==> src/rtl/thermal_alarm_pkg.sv <==
package thermal_alarm_pkg;
  localparam int NUM_CH  = 2;
  localparam int CH_LOC  = 0;
  localparam int CH_REM  = 1;
  localparam int NUM_KIND = 3;
  localparam int K_HOT   = 0;
  localparam int K_COOL  = 1;
  localparam int K_CRIT  = 2;

  typedef struct packed {
    logic hot;
    logic cool;
    logic crit;
    logic below_rel;
  } cmp_t;
endpackage

==> src/rtl/limit_compare.sv <==
module limit_compare
  import thermal_alarm_pkg::*;
#(
  parameter int TW = 8,
  parameter int HW = 5
) (
  input  logic [TW-1:0] temp,
  input  logic [TW-1:0] hi,
  input  logic [TW-1:0] lo,
  input  logic [TW-1:0] crit,
  input  logic [HW-1:0] hyst,
  output cmp_t          res
);
  localparam int EW = (TW > HW ? TW : HW) + 2;

  logic signed [EW-1:0] t_e, hi_e, lo_e, cr_e, hy_e, rel_e;

  assign t_e  = {{(EW-TW){temp[TW-1]}}, temp};
  assign hi_e = {{(EW-TW){hi[TW-1]}}, hi};
  assign lo_e = {{(EW-TW){lo[TW-1]}}, lo};
  assign cr_e = {{(EW-TW){crit[TW-1]}}, crit};
  assign hy_e = {{(EW-HW){1'b0}}, hyst};
  assign rel_e = cr_e - hy_e;

  always_comb begin
    res.hot       = t_e > hi_e;
    res.cool      = t_e < lo_e;
    res.crit      = t_e > cr_e;
    res.below_rel = t_e < rel_e;
  end
endmodule

==> src/rtl/fault_filter.sv <==
module fault_filter #(
  parameter int DEPTH = 3
) (
  input  logic clk,
  input  logic rst,
  input  logic strobe,
  input  logic enable,
  input  logic cond,
  output logic qual
);
  localparam int CW = $clog2(DEPTH + 1);
  localparam logic [CW-1:0] FULL = CW'(DEPTH);

  logic [CW-1:0] cnt_q, cnt_nxt;

  always_comb begin
    if (!cond)             cnt_nxt = '0;
    else if (cnt_q == FULL) cnt_nxt = FULL;
    else                   cnt_nxt = cnt_q + 1'b1;
  end

  assign qual = enable ? (cnt_nxt == FULL) : cond;

  always_ff @(posedge clk) begin
    if (rst)         cnt_q <= '0;
    else if (strobe) cnt_q <= cnt_nxt;
  end
endmodule

==> src/rtl/overt_hyst.sv <==
module overt_hyst (
  input  logic clk,
  input  logic rst,
  input  logic strobe,
  input  logic set_in,
  input  logic rel_in,
  output logic state_nxt
);
  logic state_q;

  always_comb begin
    state_nxt = state_q;
    if (strobe) begin
      if (set_in)      state_nxt = 1'b1;
      else if (rel_in) state_nxt = 1'b0;
    end
  end

  always_ff @(posedge clk) begin
    if (rst) state_q <= 1'b0;
    else     state_q <= state_nxt;
  end
endmodule

==> src/rtl/thermal_alarm_ctrl.sv <==
module thermal_alarm_ctrl
  import thermal_alarm_pkg::*;
#(
  parameter int TW       = 8,
  parameter int HW       = 5,
  parameter int Q_DEPTH  = 3
) (
  input  logic          clk,
  input  logic          rst,
  input  logic          loc_valid,
  input  logic [TW-1:0] loc_temp,
  input  logic          rem_valid,
  input  logic [TW-1:0] rem_temp,
  input  logic          rem_open,
  input  logic [TW-1:0] loc_hi,
  input  logic [TW-1:0] loc_lo,
  input  logic [TW-1:0] loc_crit,
  input  logic [TW-1:0] rem_hi,
  input  logic [TW-1:0] rem_lo,
  input  logic [TW-1:0] rem_crit,
  input  logic [HW-1:0] crit_hyst,
  input  logic          alert_mask,
  input  logic          overt_mask,
  input  logic          fault_queue_en,
  input  logic          active_low,
  input  logic          status_rd,
  output logic [7:0]    status,
  output logic          alert_o,
  output logic          overt_o
);
  logic [NUM_CH-1:0][NUM_KIND-1:0] flag_q, flag_nxt;
  logic [NUM_CH-1:0]               ov_nxt;
  logic                            open_q;

  for (genvar c = 0; c < NUM_CH; c++) begin : g_ch
    localparam bit IS_REM = (c == CH_REM);
    logic [TW-1:0] t_w, hi_w, lo_w, cr_w;
    logic          valid_w;
    cmp_t          cmp_w;
    logic [NUM_KIND-1:0] raw, qual;

    assign t_w     = IS_REM ? rem_temp  : loc_temp;
    assign hi_w    = IS_REM ? rem_hi    : loc_hi;
    assign lo_w    = IS_REM ? rem_lo    : loc_lo;
    assign cr_w    = IS_REM ? rem_crit  : loc_crit;
    assign valid_w = IS_REM ? rem_valid : loc_valid;

    limit_compare #(.TW(TW), .HW(HW)) u_cmp (
      .temp(t_w), .hi(hi_w), .lo(lo_w), .crit(cr_w), .hyst(crit_hyst), .res(cmp_w)
    );

    // diode open forces remote hot
    assign raw[K_HOT]  = cmp_w.hot | (IS_REM & rem_open);
    assign raw[K_COOL] = cmp_w.cool;
    assign raw[K_CRIT] = cmp_w.crit;

    for (genvar k = 0; k < NUM_KIND; k++) begin : g_kind
      logic f_q, cond_q, f_nxt;

      fault_filter #(.DEPTH(Q_DEPTH)) u_ff (
        .clk(clk), .rst(rst), .strobe(valid_w),
        .enable(fault_queue_en & IS_REM), .cond(raw[k]), .qual(qual[k])
      );

      assign f_nxt = (f_q & ~(status_rd & ~cond_q)) | (valid_w & qual[k]);

      always_ff @(posedge clk) begin
        if (rst) begin
          f_q    <= 1'b0;
          cond_q <= 1'b0;
        end else begin
          f_q <= f_nxt;
          if (valid_w) cond_q <= qual[k];
        end
      end

      assign flag_q[c][k]   = f_q;
      assign flag_nxt[c][k] = f_nxt;
    end

    overt_hyst u_ov (
      .clk(clk), .rst(rst), .strobe(valid_w),
      .set_in(qual[K_CRIT]), .rel_in(cmp_w.below_rel), .state_nxt(ov_nxt[c])
    );
  end

  logic alert_act, overt_act;
  assign alert_act = ~alert_mask & (|flag_nxt);
  assign overt_act = ~overt_mask & (|ov_nxt);

  always_ff @(posedge clk) begin
    if (rst) begin
      alert_o <= active_low;
      overt_o <= active_low;
      open_q  <= 1'b0;
    end else begin
      alert_o <= active_low ^ alert_act;
      overt_o <= active_low ^ overt_act;
      open_q  <= rem_open;
    end
  end

  assign status = {1'b0,
                   flag_q[CH_LOC][K_HOT], flag_q[CH_LOC][K_COOL],
                   flag_q[CH_REM][K_HOT], flag_q[CH_REM][K_COOL],
                   open_q,
                   flag_q[CH_REM][K_CRIT], flag_q[CH_LOC][K_CRIT]};
endmodule

==> config.mk <==
export PLATFORM = sky130hd
export DESIGN_NAME = thermal_alarm_ctrl
export DESIGN_NICKNAME = d
export VERILOG_FILES = /design/src/rtl/thermal_alarm_pkg.sv /design/src/rtl/limit_compare.sv /design/src/rtl/fault_filter.sv /design/src/rtl/overt_hyst.sv /design/src/rtl/thermal_alarm_ctrl.sv
export SDC_FILE = /design/constraint.sdc
export NUM_CORES = 1
export LEC_CHECK = 0
export ABC_AREA = 1
export ABC_CLOCK_PERIOD_IN_PS = 4300
export BUFFER_PORTS_ARGS = -buffer_cell sky130_fd_sc_hd__buf_2
export CAP_MARGIN = 40
export CORE_ASPECT_RATIO = 0.75
export CORE_MARGIN = 2
export CORE_UTILIZATION = 30
export CTS_CLUSTER_DIAMETER = 200
export DETAILED_ROUTE_END_ITERATION = 6
export PLACE_DENSITY = 0.57
export REMOVE_ABC_BUFFERS = 1
export SLEW_MARGIN = 20
export SYNTH_ARGS = -nofsm -noshare
export SYNTH_HDL_FRONTEND = slang
export SYNTH_SLANG_ARGS = --single-unit
==> constraint.sdc <==
create_clock -name clk -period 4.3 [get_ports clk]
set_input_delay 0.645 -clock clk [delete_from_list [all_inputs] [get_ports clk]]
set_output_delay 0.645 -clock clk [all_outputs]
set_load 0.05 [all_outputs]
==> key figures, run 1 <==
Timing
  • Final Max Slew Viols: 0
  • Final min period: 3.193 ns
  • F_max: 313.2 MHz
  • Hold Vio Cnt, Final: 0
  • Final setup viols: 0
  • RSZ-0062 raised after global routing: no
  • Tcrit/Tclk final: 74.26%
  • Post-route setup slack: 1.107 ns
  • Fin Setup TNS: 0 ns
  • Clock skew: 0.002953 ns

Clock tree
  • CTS clk-pin slew, worst paths: 0.06 ns
  • CTS resizes: 0
  • CTS buffer count: 3
  • Cts hold-fix bufs: 0
  • Clk sinks: 23
  • Postcts setup bufs: 0
  • H-tree depth: 1
  • CTS tree: built
  • Clock tree buffer depth: 2
  • Root Driver: clkbuf_16
  • Worst-skew pair later-pin latency: 0.26 ns

Placed design
  • Dpl ws: 0.8282 ns
  • Post-DP HPWL: 6.846 mm
  • Port bufs: 87
  • Routability cong.: 0.8233
  • # placed instances: 682

Power
  • P_leak: 0.002216 µW
  • Flop pwr share: 28.7%
  • Psw: 316.2 µW
  • Clk pwr share: 24.0%
  • Sw frac: 38.11%
  • PwrDens: 219.4 mW/mm²
  • Logic pwr share: 47.3%
  • Internal power: 513.7 µW
  • Maximum VDD drop: 108.8 µV

GRT
  • First-pass GRT wire length: 12.81 mm
  • Grt ovf: 0
  • Number of global-route vias before repair: 2,952
  • Initial antenna violation count: 0
  • GRT Resource Usage Total: 13.50%
  • Largest net degree at the start of global routing: 24

Detailed routing
  • Iteration-0 DRC Markers: 106
  • Vias/cell: 4.493
  • DRT Wirelength: 7.605 mm
  • WL/cell: 11.09 µm
  • Residual DRC: 0
  • Number of detailed-route iterations in the first pass: 4
  • Final ANT Viol Nets: 0
  • Vias after detailed routing: 3,082

Yosys
  • Post-Syn Area per Cell: 6.743 µm²
  • Synth warn: 0
  • Post-Syn Area: 0.003169 mm²
  • Number of synthesized register bits: 23
  • Cells after Synth: 470
  • Library cells used by synthesis: 36
  • Seq/Total Area, Yosys: 14.53%

Worst hold path
  • Hold crit path type: flip-flop to flip-flop

Setup path
  • CP max FO: 4
  • CP Capture Type: flip-flop
  • CP peak stage delay: 0.41 ns
  • Worst path cell trace: buf_2, inv_1, ha_1, fa_1, o21ai_0, a211o_1, nor2_1, nor2_1, ha_1, nand2_1, a21oi_1, nor3b_1, nand4_1, nand3_1, nand2_1, nand2_1, nand3_2, nand2_1, nand2_1, nand2_1, inv_1
  • Crit Path Class: input port to flip-flop
  • CP arrival: 3.35 ns
  • CP Launch Type: input port
  • CP dominant cell by count: nand2_1
  • Slowest cell on crit path: fa_1
  • Worst EP required: 4.46 ns

Flow run
  • Max_cap viols: 0

Floorplanning
  • Die ar.: 0.01141 mm²
  • Row cnt: 32
  • Io pins: 89
  • Die Width: 122.7 µm
  • Die Ht: 93.01 µm
  • Starting Density: 30.80%
  • Placeable Area: 0.01029 mm²

Final layout
  • ANT cells: 0
  • Util after Layout: 36.76%
  • Share of cells above drive strength 1: 22.00%
  • Most common cell after layout, fill and taps aside: nand2_1
  • Nets: 704
  • Syn-to-layout area delta: 19.34%
  • Non-Filler Instances: 686
  • Most frequent cells in the layout: nand2_1, inv_1, buf_2

Outcome
  • Status: completed
[layer usage]
| metal | track usage, % | part of all wire (%) | vias up |
|---|---|---|---|
| met5 | 0 | 0 | - |
| met4 | 1.916 | 0.85 | 0 |
| met3 | 2.195 | 5.7 | 4 |
| met2 | 23.07 | 44 | 76 |
| met1 | 18.20 | 50 | 1334 |
| li1 | - | - | 1668 |
[through the flow]
stage | cell area [µm²] | hold slack, ns | power (µW)
6_report | 3782 | 0.4627 | 829.9
5_1_grt | 3782 | 0.4809 | 916.2
4_1_cts | 3782 | 0.4661 | 844.7
3_5_place_dp | 3702 | 0.4562 | 639.6
3_3_place_gp | 3702 | 0.4518 | 624.9
2_1_floorplan | 3097 | 0.4346 | 518.8
[power by group through the flow]
stage                     Combinational (µW)  Clock, µW  Sequential (µW)
final                                    393        199              238
after global routing                     459        217              239
after CTS                                399        208              238
after detailed placement                 397          0              243
after global placement                   383          0              242
after floorplan                          253          0              266
[cell usage after synthesis]
cell      count  area [µm²]
nand3_1      13       65.06
a21oi_2       2       17.52
nor2_1       31       116.4
nor3_2        1       10.01
o21ai_2       1       8.760
o21ai_1       1       5.000
xnor2_1       2       17.52
nand3_2       6       60.06
dfxtp_1      23       460.4
nand2_1     101       379.1
a21boi_1      1       7.510
o211ai_1      4       30.03
o31a_1        1       8.760
inv_1        88       330.3
a21boi_2      1       11.26
xor2_1       10       87.58
a21oi_1      46       230.2
buf_2         1       5.000
fa_1          2       40.04
ha_1         72       900.9
clkinv_1      1       3.750
nand2_2       7       43.79
a211oi_1      1       7.510
nor2_2        6       37.54
o21bai_1      1       7.510
clkbuf_1      2       7.510
conb_1        1       3.750
a211o_1       3       26.28
o21a_1        4       30.03
nor3_1        2       10.01
o21ai_0      14       70.07
buf_4         8       60.06
nand4_1       4       25.02
nor3b_1       1       7.510
a21o_1        2       15.01
inv_2         6       22.52
[kinds of logic (layout without fill, tap and decap cells)]
logic type / count (synthesis) / count (layout) / synth area share, %
DFF: 23 / 23 / 14.53
adders and majority gates: 74 / 74 / 29.69
buffers and inverters: 106 / 186 / 13.54
other: 1 / 1 / 0.1183
AOI/OAI and AO/OA: 82 / 82 / 15.00
and+or+nand+nor: 172 / 172 / 23.81
xor gates and xnor gates: 12 / 12 / 3.316
[flip-flops by register name, indices dropped and copies added (netlist names)]
| name | flops |
|---|---|
| g_ch.u_ov.state_q | 2 |
| g_ch.g_kind.u_ff.cnt_q | 6 |
| alert_o | 1 |
| overt_o | 1 |
| g_ch.g_kind.f_q | 6 |
| open_q | 1 |
| g_ch.g_kind.cond_q | 6 |
[critical path, delay by kind of cell]
| kind | cells | cell delay (ns) |
|---|---|---|
| and+or+nand+nor | 12 | 1.12 |
| AOI/OAI and AO/OA | 3 | 0.56 |
| adders and majority gates | 3 | 0.89 |
| buffers and inverters | 3 | 0.16 |
[path summary, 6_finish.rpt]
kind                       startpoint                  endpoint  slack [ns]  cells past startpoint
min reg2reg  g_ch[0].g_kind[2].cond_q  g_ch[0].g_kind[2].cond_q        0.46                      2
min          g_ch[0].g_kind[2].cond_q  g_ch[0].g_kind[2].cond_q        0.46                      2
max                       loc_crit[0]                   overt_o        1.11                     21
max reg2reg  g_ch[0].g_kind[0].cond_q                   alert_o        3.03                      9
[final cells by class]
class,count,area [µm²]
Inverter,95,356.6
Tap cell,136,170.2
Fill cell,1121,6507
Multi-Input combinational cell,341,2280
Clock inverter,1,5.005
Clock buffer,3,75.07
Timing Repair Buffer,87,435.4
Sequential cell,23,460.4
Power figures use the tool's default switching activity.
==> run 2, diff against run 1 <==
--- a/config.mk
+++ b/config.mk
@@ -6,7 +6,7 @@
 export NUM_CORES = 1
 export LEC_CHECK = 0
 export ABC_AREA = 1
-export ABC_CLOCK_PERIOD_IN_PS = 4300
+export ABC_CLOCK_PERIOD_IN_PS = 3200
 export BUFFER_PORTS_ARGS = -buffer_cell sky130_fd_sc_hd__buf_2
 export CAP_MARGIN = 40
 export CORE_ASPECT_RATIO = 0.75
==> constraint.sdc (replaced) <==
create_clock -name clk -period 3.2 [get_ports clk]
set_input_delay 0.48 -clock clk [delete_from_list [all_inputs] [get_ports clk]]
set_output_delay 0.48 -clock clk [all_outputs]
set_load 0.05 [all_outputs]
==> key figures, run 2 (synthesis results as in run 1) <==
Outcome
  • Status: completed

Placed design
  • Post-DP HPWL: 6.866 mm
  • Dpl ws: -0.06192 ns
  • Placed cell areas: 0.003732 mm²
  • Port bufs: 87
  • Routability cong.: 0.8125

Detailed routing
  • Final ANT Viol Nets: 0
  • WL/cell: 11.23 µm
  • Residual DRC: 0
  • Number of detailed-route iterations in the first pass: 4
  • DRT Wirelength: 7.751 mm
  • Iteration-0 DRC Markers: 126
  • Vias after detailed routing: 3,097
  • Vias/cell: 4.488

Setup path
  • CP Capture Type: flip-flop
  • CP arrival: 3.08 ns
  • Worst EP required: 3.36 ns
  • Crit Path Class: input port to flip-flop
  • CP Launch Type: input port
  • CP max FO: 4

Clock tree
  • H-tree depth: 1
  • Clk sinks: 23
  • Worst-skew pair later-pin latency: 0.26 ns
  • Cts hold-fix bufs: 0
  • CTS buffer count: 3
  • Clock tree buffer depth: 2
  • Root Driver: clkbuf_16
  • CTS clk-pin slew, worst paths: 0.06 ns
  • CTS tree: built

Final layout
  • Most common cell after layout, fill and taps aside: nand2_1
  • Regs by FF count: g_ch.g_kind.cond_q: 6 flops, g_ch.g_kind.f_q: 6 flops, g_ch.g_kind.u_ff.cnt_q: 6 flops
  • Nets: 708
  • Share of cells above drive strength 1: 23.10%
  • Syn-to-layout area delta: 20.65%
  • ANT cells: 0
  • Most frequent cells in the layout: nand2_1, inv_1, buf_2
  • Util after Layout: 37.16%
  • Finished Cell Area: 0.003824 mm²

Power
  • PwrDens: 296.4 mW/mm²
  • P_leak: 0.002239 µW
  • Maximum VDD drop: 156.0 µV
  • Psw: 435.9 µW
  • Clk pwr share: 24.1%
  • Internal power: 697.6 µW
  • Flop pwr share: 28.2%
  • Logic pwr share: 47.7%
  • Sw frac: 38.46%

Timing
  • Hold Vio Cnt, Final: 0
  • Final Max Slew Viols: 0
  • Final min period: 2.918 ns
  • Post-route setup slack: 0.2818 ns
  • Tcrit/Tclk final: 91.19%
  • RSZ-0062 raised after global routing: no
  • Final setup viols: 0
  • F_max: 342.7 MHz
  • Clock skew: 0.002467 ns

Floorplanning
  • Starting Density: 30.80%
  • Io pins: 89
  • Die Ht: 93.01 µm
  • Row cnt: 32
  • Die ar.: 0.01141 mm²
  • Placeable Area: 0.01029 mm²
  • Die Width: 122.7 µm

Worst hold path
  • Hold crit path type: input port to flip-flop

GRT
  • Initial antenna violation count: 0
  • Number of global-route vias before repair: 2,970
  • First-pass GRT wire length: 12.77 mm
  • Grt ovf: 0
  • GRT Resource Usage Total: 13.65%
  • Largest net degree at the start of global routing: 24

Flow run
  • Max_cap viols: 0
## run 2: power groups by stage
stage	Sequential [µW]	Clock, µW	Combinational [µW]
2_1_floorplan	357	0	340
3_3_place_gp	326	0	523
6_report	320	273	541
3_5_place_dp	326	0	540
5_1_grt	322	291	627
4_1_cts	320	279	543
## run 2: worst max-delay path: stages
cell,delay [ns]
buf_2,0.07
inv_1,0.05
ha_1,0.33
a21oi_1,0.17
o21ai_1,0.12
a21oi_1,0.15
nor2_1,0.05
nor2_1,0.15
nand3_1,0.12
xor2_1,0.16
ha_1,0.27
nand2_1,0.07
nor2_2,0.12
o211ai_1,0.14
nand3_1,0.11
nand2_1,0.05
nand3_1,0.06
nand2_1,0.05
nand2_1,0.09
nand3_2,0.09
nand2_1,0.06
nand2_1,0.05
nand2_1,0.05
inv_1,0.03
## run 2: worst paths after layout
kind	from	endpoint	slack, ns	cells past startpoint
min reg2reg	g_ch[0].g_kind[2].cond_q	g_ch[0].g_kind[2].cond_q	0.47	2
max reg2reg	g_ch[0].g_kind[0].cond_q	alert_o	1.95	9
max	crit_hyst[2]	overt_o	0.28	24
min	rem_open	open_q	0.46	3
## run 2: stage by stage
stage / std cells / hold WS, ns / setup TNS (ns) / power (µW)
after floorplan: 459 / 0.4346 / 0 / 697.2
after global routing: 690 / 0.4872 / 0 / 1240
after detailed placement: 686 / 0.4564 / -0.06192 / 866.2
after global placement: 686 / 0.4519 / 0 / 848.7
after CTS: 690 / 0.4663 / 0 / 1142
final: 690 / 0.4555 / 0 / 1133
## run 2: repair_timing
action | CTS | global route
hold endpoints to repair | 0 | 0
resized for setup | 0 | 5
endpoints found under the setup margin | 0 | 1
buffers inserted | 0 | 0
## run 2: area by class of cell
type                       count  area [µm²]
fill                        1113        6466
multi-input combinational    341        2291
timing repair buffer          91       465.4
clock buffer                   3       75.07
tap                          136       170.2
inverter                      95       356.6
clock inverter                 1       5.005
sequential                    23       460.4
## run 2: routing by layer
layer,global-route usage [%],share of wire [%],vias to the layer above
li1,-,-,1670
met1,18.17,50,1350
met2,23.62,44,73
met3,2.256,5.4,4
met4,1.820,0.71,0
met5,0,0,-
==> run 3, diff against run 2 <==
--- a/config.mk
+++ b/config.mk
@@ -11,10 +11,10 @@
 export CAP_MARGIN = 40
 export CORE_ASPECT_RATIO = 0.75
 export CORE_MARGIN = 2
-export CORE_UTILIZATION = 30
+export CORE_UTILIZATION = 40
 export CTS_CLUSTER_DIAMETER = 200
 export DETAILED_ROUTE_END_ITERATION = 6
-export PLACE_DENSITY = 0.57
+export PLACE_DENSITY = 0.7
 export REMOVE_ABC_BUFFERS = 1
 export SLEW_MARGIN = 20
 export SYNTH_ARGS = -nofsm -noshare
==> key figures, run 3 (synthesis results as in run 1) <==
Setup path
  • CP Capture Type: flip-flop
  • Worst path top cell family by delay: simple AND/OR/NAND/NOR gates
  • Worst EP required: 3.36 ns
  • CP dominant cell by count: nand2_1
  • CP arrival: 3.15 ns
  • Crit Path Class: input port to flip-flop
  • CP Launch Type: input port
  • Slowest cell on crit path: ha_1
  • CP max FO: 4
  • Worst path cell trace: buf_2, inv_1, ha_1, a21oi_1, o21ai_0, a21oi_1, nor2_1, nor2_2, nand3_1, xor2_1, ha_1, nand2_1, nor2_1, o211ai_1, nand3_1, nand2_1, nand3_1, nand2_1, nand2_1, nand3_2, nand2_1, nand2_1, nand2_1, inv_1
  • Worst Path Buf+Inv: 3
  • CP peak stage delay: 0.33 ns

Timing
  • RSZ-0062 raised after global routing: no
  • Final min period: 2.990 ns
  • Hold Vio Cnt, Final: 0
  • Final Max Slew Viols: 0
  • Final setup viols: 0
  • Post-route setup slack: 0.2096 ns
  • Fin Setup TNS: 0 ns
  • Clock skew: 0.001057 ns
  • Final Hold Slack: 0.4530 ns
  • F_max: 334.4 MHz
  • Tcrit/Tclk final: 93.45%

Floorplanning
  • Die Ht: 81.09 µm
  • Io pins: 89
  • Die ar.: 0.008658 mm²
  • Die Width: 106.8 µm
  • Placeable Area: 0.007777 mm²
  • Starting Density: 40.75%
  • Row cnt: 28

Flow run
  • Max_cap viols: 0

Clock tree
  • Clock tree buffer depth: 2
  • Root Driver: clkbuf_8
  • Clk sinks: 23
  • Worst-skew pair later-pin latency: 0.26 ns
  • CTS buffer count: 3
  • H-tree depth: 1
  • CTS tree: built
  • Postcts setup bufs: 0
  • CTS clk-pin slew, worst paths: 0.08 ns

GRT
  • GRT Resource Usage Total: 16.82%
  • Initial antenna violation count: 0
  • Grt ovf: 0
  • Number of global-route vias before repair: 2,892
  • Largest net degree at the start of global routing: 24
  • First-pass GRT wire length: 12.07 mm

Final layout
  • Footprint of the multi-input gates: 0.002287 mm²
  • Regs by FF count: g_ch.g_kind.cond_q: 6 flops, g_ch.g_kind.f_q: 6 flops, g_ch.g_kind.u_ff.cnt_q: 6 flops
  • Nets: 706
  • Register area: 460.4 µm²
  • Most frequent cells in the layout: nand2_1, inv_1, buf_2
  • Most common cell after layout, fill and taps aside: nand2_1
  • ANT cells: 0
  • Syn-to-layout area delta: 17.73%
  • Fill cells: 791
  • Finished Cell Area: 0.003731 mm²
  • Share of cells above drive strength 1: 22.46%

Power
  • PwrDens: 275.3 mW/mm²
  • Maximum VDD drop: 213.2 µV
  • P_leak: 0.002211 µW

Detailed routing
  • Max Used Layer: met4
  • Met2 WL: 3.209 mm
  • WL/cell: 11.02 µm
  • Number of detailed-route iterations in the first pass: 4
  • DRT Wirelength: 7.241 mm
  • Met3 wire len: 389 µm
  • Final ANT Viol Nets: 0
  • Residual DRC: 0
  • DRT met1 WL: 3.561 mm
  • Iteration-0 DRC Markers: 82
  • Vias/cell: 4.668
  • Vias after detailed routing: 3,067

Placed design
  • Dpl ws: -0.1565 ns
  • Port bufs: 87
  • Post-DP HPWL: 6.502 mm
  • Placed cell areas: 0.003679 mm²
  • Routability cong.: 0.8022

Outcome
  • Status: completed

Worst hold path
  • Hold crit path type: input port to flip-flop
-- run 3: final timing paths --
path,from,endpoint,slack [ns],cells past startpoint
max reg2reg,g_ch[0].g_kind[0].cond_q,alert_o,1.90,9
max,crit_hyst[2],overt_o,0.21,24
min reg2reg,g_ch[1].g_kind[1].cond_q,g_ch[1].g_kind[1].cond_q,0.47,2
min,rem_open,open_q,0.45,3
-- run 3: layer usage --
metal / vias to the layer above / global-route usage [%]
met4: 0 / 2.468
met2: 78 / 30.89
met1: 1314 / 21.06
li1: 1667 / -
met5: - / 0
met3: 8 / 3.130
-- run 3: worst reg2reg max path, delay by kind of cell, from the launching register on --
family | cells | cell delay, ns
AND/OR/NAND/NOR | 6 | 0.44
flip-flops | 1 | 0.32
AO/OA/AOI/OAI | 2 | 0.42
buffers and inverters | 1 | 0.03
-- run 3: stage by stage --
stage | utilization (%) | power, µW | std cells
final | 47.97 | 1027 | 657
after global routing | 47.97 | 1132 | 657
after CTS | 47.88 | 1038 | 657
after detailed placement | 47.30 | 859.6 | 653
after global placement | 47.30 | 837.4 | 653
after floorplan | - | 697.2 | 459
-- run 3: what timing repair did --
item,CTS,global route
setup endpoints to repair,0,1
hold buffers,0,0
gates resized for setup,0,2
hold endpoints to repair,0,0
-- run 3: area by class of cell --
| class | instances | share of cell area (%) |
|---|---|---|
| sequential | 23 | 12.34 |
| multi-input combinational | 341 | 61.30 |
| clock buffer | 4 | 1.207 |
| timing repair buffer | 89 | 12.07 |
| tap | 105 | 3.521 |
| inverter | 95 | 9.557 |
-- run 3: report_power, final --
| group | switching, µW | total (µW) | leakage (µW) | internal (µW) |
|---|---|---|---|---|
| combinational | 315 | 532 | 0.00200 | 217 |
| sequential | 10.5 | 320 | 0.000190 | 309 |
| clock | 87.2 | 176 | 0.0000228 | 88.7 |
| total | 413 | 1030 | 0.00221 | 615 |
